<file path="config.mk">
export PLATFORM = sky130hd
export DESIGN_NAME = spi_rf_slave
export DESIGN_NICKNAME = d
export VERILOG_FILES = /design/src/rtl/spi_rf_pkg.sv /design/src/rtl/spi_rf_sync.sv /design/src/rtl/spi_rf_shift.sv /design/src/rtl/spi_rf_cmd.sv /design/src/rtl/spi_rf_slave.sv
export SDC_FILE = /design/constraint.sdc
export NUM_CORES = 1
export LEC_CHECK = 0
export ABC_AREA = 1
export BUFFER_PORTS_ARGS = -buffer_cell sky130_fd_sc_hd__buf_2
export CAP_MARGIN = 20
export CORE_ASPECT_RATIO = 1.75
export CORE_MARGIN = 1
export CORE_UTILIZATION = 35
export CTS_CLUSTER_SIZE = 28
export DETAILED_ROUTE_END_ITERATION = 8
export GPL_TIMING_DRIVEN = 0
export PLACE_DENSITY = 0.61
export SLEW_MARGIN = 10
export SYNTH_ARGS = -nofsm -noshare
export SYNTH_HDL_FRONTEND = slang
export SYNTH_HIERARCHICAL = 1
export SYNTH_SLANG_ARGS = --single-unit
export TNS_END_PERCENT = 20
</file>
<file path="constraint.sdc">
create_clock -name clk -period 4.4 [get_ports clk]
set_clock_uncertainty 0.2 [all_clocks]
set_input_delay 0.44 -clock clk [delete_from_list [all_inputs] [get_ports clk]]
set_output_delay 0.44 -clock clk [all_outputs]
set_load 0.03 [all_outputs]
</file>
<file path="src/rtl/spi_rf_pkg.sv">
package spi_rf_pkg;
  localparam int ADDR_W   = 5;
  localparam int DATA_W   = 8;
  localparam int FIFO_TOP = 4;
  localparam int PIN_HOLD = 20;

  typedef struct packed {
    logic [ADDR_W-1:0] reg_num;
    logic              spare;
    logic              wr;
    logic              ack;
  } cmd_t;

  function automatic logic [ADDR_W-1:0] addr_step(input logic [ADDR_W-1:0] a);
    if (a <= ADDR_W'(FIFO_TOP) || a == ADDR_W'(PIN_HOLD) || a == {ADDR_W{1'b1}})
      return a;
    return a + ADDR_W'(1);
  endfunction
endpackage

</file>
<file path="src/rtl/spi_rf_sync.sv">
module spi_rf_sync #(
  parameter int WIDTH  = 3,
  parameter int STAGES = 2,
  parameter logic [WIDTH-1:0] RST_VAL = '0
) (
  input  logic             clk,
  input  logic             rst_n,
  input  logic [WIDTH-1:0] d,
  output logic [WIDTH-1:0] q
);
  logic [WIDTH-1:0] stg [STAGES];

  generate
    for (genvar s = 0; s < STAGES; s++) begin : g_stage
      if (s == 0) begin : g_first
        always_ff @(posedge clk or negedge rst_n)
          if (!rst_n) stg[0] <= RST_VAL;
          else        stg[0] <= d;
      end else begin : g_next
        always_ff @(posedge clk or negedge rst_n)
          if (!rst_n) stg[s] <= RST_VAL;
          else        stg[s] <= stg[s-1];
      end
    end
  endgenerate

  assign q = stg[STAGES-1];
endmodule

</file>
<file path="src/rtl/spi_rf_shift.sv">
module spi_rf_shift #(
  parameter int DW  = 8,
  localparam int CW = $clog2(DW)
) (
  input  logic          clk,
  input  logic          rst_n,
  input  logic          sclk_s,
  input  logic          ss_n_s,
  input  logic          sdi_s,
  input  logic          load_en,
  input  logic [DW-1:0] load_val,
  output logic          active,
  output logic          sel_start,
  output logic          byte_done,
  output logic [DW-1:0] rx_byte,
  output logic          tx_bit
);
  localparam logic [CW-1:0] LAST = CW'(DW-1);

  logic          sclk_q, ss_q;
  logic [CW-1:0] bit_cnt;
  logic [DW-1:0] rx_sh, tx_sh;
  logic          rise, fall;

  assign active    = ~ss_n_s;
  assign rise      = active & sclk_s & ~sclk_q;
  assign fall      = active & ~sclk_s & sclk_q;
  assign sel_start = ss_q & ~ss_n_s;
  assign byte_done = rise && (bit_cnt == LAST);
  assign rx_byte   = {rx_sh[DW-2:0], sdi_s};
  assign tx_bit    = tx_sh[DW-1];

  always_ff @(posedge clk or negedge rst_n) begin
    if (!rst_n) begin
      sclk_q <= 1'b0;
      ss_q   <= 1'b1;
    end else begin
      sclk_q <= sclk_s;
      ss_q   <= ss_n_s;
    end
  end

  // bit counter and receive shifter; a partial byte is dropped when select rises
  always_ff @(posedge clk or negedge rst_n) begin
    if (!rst_n) begin
      bit_cnt <= '0;
      rx_sh   <= '0;
    end else if (!active) begin
      bit_cnt <= '0;
    end else if (rise) begin
      bit_cnt <= (bit_cnt == LAST) ? '0 : bit_cnt + CW'(1);
      rx_sh   <= rx_byte;
    end
  end

  // transmit shifter: no shift on the falling edge right after a byte boundary
  always_ff @(posedge clk or negedge rst_n) begin
    if (!rst_n)                       tx_sh <= '0;
    else if (load_en)                 tx_sh <= load_val;
    else if (fall && bit_cnt != '0)   tx_sh <= {tx_sh[DW-2:0], 1'b0};
  end
endmodule

</file>
<file path="src/rtl/spi_rf_cmd.sv">
module spi_rf_cmd
  import spi_rf_pkg::*;
(
  input  logic              clk,
  input  logic              rst_n,
  input  logic              active,
  input  logic              byte_done,
  input  logic [DATA_W-1:0] rx_byte,
  output logic [ADDR_W-1:0] addr,
  output logic              in_data,
  output logic              dir_wr,
  output logic              ack_pulse,
  output logic              reload,
  output logic              rf_we,
  output logic [ADDR_W-1:0] rf_waddr,
  output logic [DATA_W-1:0] rf_wdata
);
  cmd_t cmd_w;
  assign cmd_w = cmd_t'(rx_byte);

  always_ff @(posedge clk or negedge rst_n) begin
    if (!rst_n) begin
      addr      <= '0;
      in_data   <= 1'b0;
      dir_wr    <= 1'b0;
      ack_pulse <= 1'b0;
      reload    <= 1'b0;
      rf_we     <= 1'b0;
      rf_waddr  <= '0;
      rf_wdata  <= '0;
    end else begin
      ack_pulse <= 1'b0;
      reload    <= 1'b0;
      rf_we     <= 1'b0;
      if (!active) begin
        in_data <= 1'b0;
        dir_wr  <= 1'b0;
      end else if (byte_done) begin
        reload <= 1'b1;
        if (!in_data) begin
          addr      <= cmd_w.reg_num;
          dir_wr    <= cmd_w.wr;
          in_data   <= 1'b1;
          ack_pulse <= cmd_w.wr & cmd_w.ack;
        end else begin
          if (dir_wr) begin
            rf_we    <= 1'b1;
            rf_waddr <= addr;
            rf_wdata <= rx_byte;
          end
          addr <= addr_step(addr);
        end
      end
    end
  end
endmodule

</file>
<file path="src/rtl/spi_rf_slave.sv">
module spi_rf_slave
  import spi_rf_pkg::*;
#(
  parameter int SYNC_STAGES = 2
) (
  input  logic              clk,
  input  logic              rst_n,
  input  logic              half_duplex,
  input  logic              sclk,
  input  logic              ss_n,
  input  logic              mosi_i,
  output logic              mosi_o,
  output logic              mosi_oe,
  output logic              miso_o,
  output logic              miso_oe,
  input  logic [DATA_W-1:0] status_i,
  output logic [ADDR_W-1:0] rf_raddr,
  input  logic [DATA_W-1:0] rf_rdata,
  output logic              rf_we,
  output logic [ADDR_W-1:0] rf_waddr,
  output logic [DATA_W-1:0] rf_wdata,
  output logic              ack_pulse
);
  logic [2:0]        pins_s;
  logic              active, sel_start, byte_done, tx_bit;
  logic              in_data, dir_wr, reload, load_en;
  logic [DATA_W-1:0] rx_byte, load_val;
  logic [ADDR_W-1:0] addr;

  spi_rf_sync #(.WIDTH(3), .STAGES(SYNC_STAGES), .RST_VAL(3'b010)) u_sync (
    .clk(clk), .rst_n(rst_n), .d({sclk, ss_n, mosi_i}), .q(pins_s)
  );

  spi_rf_shift #(.DW(DATA_W)) u_shift (
    .clk(clk), .rst_n(rst_n),
    .sclk_s(pins_s[2]), .ss_n_s(pins_s[1]), .sdi_s(pins_s[0]),
    .load_en(load_en), .load_val(load_val),
    .active(active), .sel_start(sel_start), .byte_done(byte_done),
    .rx_byte(rx_byte), .tx_bit(tx_bit)
  );

  spi_rf_cmd u_cmd (
    .clk(clk), .rst_n(rst_n), .active(active), .byte_done(byte_done),
    .rx_byte(rx_byte), .addr(addr), .in_data(in_data), .dir_wr(dir_wr),
    .ack_pulse(ack_pulse), .reload(reload), .rf_we(rf_we),
    .rf_waddr(rf_waddr), .rf_wdata(rf_wdata)
  );

  assign load_en  = sel_start | reload;
  always_comb begin
    if (sel_start)             load_val = half_duplex ? '0 : status_i;
    else if (in_data && !dir_wr) load_val = rf_rdata;
    else                       load_val = '0;
  end

  assign rf_raddr = addr;
  assign miso_o   = tx_bit;
  assign mosi_o   = tx_bit;
  assign miso_oe  = active & ~half_duplex;
  assign mosi_oe  = active & half_duplex & in_data & ~dir_wr;
endmodule

</file>
==> impl_metrics.toml <==
[finish]
final_nets = 380
drive_above_1_share = 0.246
mostFrequentLayoutCells = "nand2_1 (115), dfrtp_1 (46), buf_2 (45), inv_1 (35), nor2_1 (22)"
fin_area_mm2 = 0.00295
syn2layout_area_growth_pct = 21.2
layout_commonest_cell = "nand2_1"
diodes = 0

[synth]
ys_warn_count = 6
synth_top_family_by_area = "simple AND/OR/NAND/NOR gates"
synth_compound_area_frac = 0.0560
synthDistinctLibCells = 25
muxShareOfSynthArea = 0
synth_area_mm2 = 0.00244
syn_nets = 326
yosys.area.top_type = "dfrtp_1"
avgSynthCellArea_um2 = 8.17
syn_inst = 298
synthXorXnorAreaFrac = 0
ys_seq_area_frac = 0.505
synth.area.top_cells = "dfrtp_1 (47%), nand2_1 (18%), inv_1 (5.4%)"
synth_seq_cells = 49
yosys.area.top_type_share = 0.473
synth-adder-area-share = 0.0308
synth-simple-area-share = 0.295

[placement]
hpwl_mm = 3.59
portBuffers = 45
place.gp.congestion = 0.818
placed_cell_area_mm2 = 0.00276

[route]
firstDrtPassIters = 4
drc = 0
wl_per_cell_um = 11.2
via_per_inst = 4.49
num_vias = 1953
drtAntennaViolNets = 0
wirelength_mm = 4.86
drt_iter0_markers = 39

[pwr]
netSwitchingPower_mw = 0.236
intPower_mw = 0.760
p_leak_nw = 1.70
power.total_mw = 0.997
pwr-share-comb = 0.105
swShare = 0.237
power.density_mw_per_mm2 = 338
power_frac_clock = 0.397
ir_worst_vdd_mv = 0.202
p_seq_frac = 0.498

[floorplan]
rows = 39
design.core.area_mm2 = 0.00664
fp.dieArea_mm2 = 0.00731
initial_utilization = 0.367
die_height_um = 112
num_io_pins = 46
die_x_um = 65.1

[timing]
final_max_slew_viol_count = 0
min_period_over_period = 0.505
min_period_ns = 2.22
rsz0062_at_grt = "false"
final_hold_viol_count = 0
relSlewSlack = 0.703
tightest_slew_ns = 0.444
setup_tns_ns = 0
setup_viol = 0
hold_ws_ns = 0.0510
clock.fmax_ghz = 0.450

[job]
maxCapViolations = 0

[clock_tree]
cts_buffer_depth = 2
cts_max_level = 2
worstSkewPairLatency_ns = 0.29
clk_pin_slew_ns = 0.06
clkSinkCount = 49
cts_root_buf = "clkbuf_16"
cts_buffers = 5
cts_tree = "built"

[critical_path]
regToRegSetupSlack_ns = 2.18
critPathMaxFanout = 10
critPathKind = "reg2reg"
worstRegToRegCells = 11
startpoint_type = "flip-flop"
critPathCaptureType = "flip-flop"
crit_arrival_ns = 2.19
crit_required_ns = 4.37

[worst_hold_path]
min_path_cells = 1
hp-class = "in2reg"

[grt]
grt_pass1_vias = 1925
grt_max_degree = 50
grt.overflow.total = 0
grt_pass1_wl_mm = 8.54
antenna_found_initial = 0
track_usage = 0.151

[run_status]
status = "finished, final reports clean"
-- logic make-up after synthesis --
family / after synthesis
AOI/OAI and AO/OA: 24
adders and majority gates: 6
buffers and inverters: 52
DFF: 49
and+or+nand+nor: 167
-- sequential cells by signal (all words and copies together), names as in the netlist --
| signal | flops |
|---|---|
| u_cmd/dir_wr | 1 |
| u_cmd/rf_wdata | 8 |
| u_cmd/ack_pulse | 1 |
| u_shift/rx_sh | 7 |
| u_shift/sclk_q | 1 |
| u_sync/stg | 3 |
| u_shift/tx_sh | 8 |
| u_sync/q | 3 |
| u_cmd/rf_waddr | 5 |
| u_cmd/addr | 5 |
| u_shift/bit_cnt | 3 |
| u_cmd/rf_we | 1 |
| u_cmd/in_data | 1 |
| u_shift/ss_q | 1 |
| u_cmd/reload | 1 |
-- path summary, 6_finish.rpt --
| kind | start | end |
|---|---|---|
| min | ss_n | u_sync/stg[4] |
| max in group asynchronous | rst_n | u_cmd/rf_wdata[4] |
| max reg2reg | u_sync/q[1] | u_cmd/addr[1] |
| min in group asynchronous | rst_n | u_shift/tx_sh[5] |
| min reg2reg | u_sync/stg[5] | u_sync/q[2] |
| max | u_sync/q[1] | u_cmd/addr[1] |
-- per-stage QoR --
| stage | worst slack (ns) | util | cells |
|---|---|---|---|
| after floorplan | 2.54 | - | 298 |
| after global placement | 2.23 | 0.416 | 425 |
| after detailed placement | 2.19 | 0.416 | 425 |
| after CTS | 2.17 | 0.440 | 433 |
| after global routing | 1.98 | 0.445 | 435 |
| final | 2.18 | 0.445 | 435 |
-- critical path, cell delays in order, from the launching register on --
cell     delay (ns)
dfstp_2        0.51
buf_4          0.12
inv_2          0.08
nand2_2        0.11
buf_6          0.15
nor2_1         0.06
nand2_1        0.18
inv_1          0.08
nand2_1        0.26
nand2_1        0.20
nand2_1        0.09
nand2_1        0.06
-- synth_stat cells --
master   instances
buf_6            7
dfstp_2          3
inv_6            1
buf_4            5
nand3_4          1
o21ai_0         12
o21ai_2          4
or2_2            1
nor2_8           1
inv_1           35
or2_1            1
inv_4            2
nor2_2           3
nand2_4          1
inv_2            2
dfrtp_1         46
nand2_2          1
ha_1             6
nor2_1          22
nand2_1        115
nand3_1         19
o22ai_1          1
nor3_4           1
nand4_1          1
a21oi_1          7
-- power by group through the flow --
stage | Sequential (mW) | Clock, mW | Combinational, mW
floorplan | 0.502 | 0 | 0.0673
global placement | 0.504 | 0 | 0.102
detailed placement | 0.505 | 0 | 0.104
CTS | 0.497 | 0.411 | 0.104
global route | 0.500 | 0.430 | 0.121
finish | 0.497 | 0.395 | 0.105
-- timing repair --
action	CTS	global route
hold endpoints to repair	0	10
gates resized for setup	0	0
hold buffers	0	1
buffers inserted	0	0
-- area by class of cell --
type / instances / area (um2)
buffer: 12 / 116
clock buffer: 7 / 153
clock inverter: 1 / 5.00
fill: 695 / 3680
inverter: 40 / 160
multi-input combinational: 197 / 930
sequential: 49 / 1230
tap: 82 / 103
timing repair buffer: 47 / 255
-- routing by layer --
| layer | global-route usage | vias to the layer above | part of all wire |
|---|---|---|---|
| met5 | 0 | - | 0 |
| met2 | 0.281 | 38 | 0.54 |
| met1 | 0.157 | 894 | 0.40 |
| li1 | - | 1014 | - |
| met4 | 0.0710 | 0 | 0.020 |
| met3 | 0.0264 | 7 | 0.038 |
Note: power is estimated with default switching activity, not from simulation.
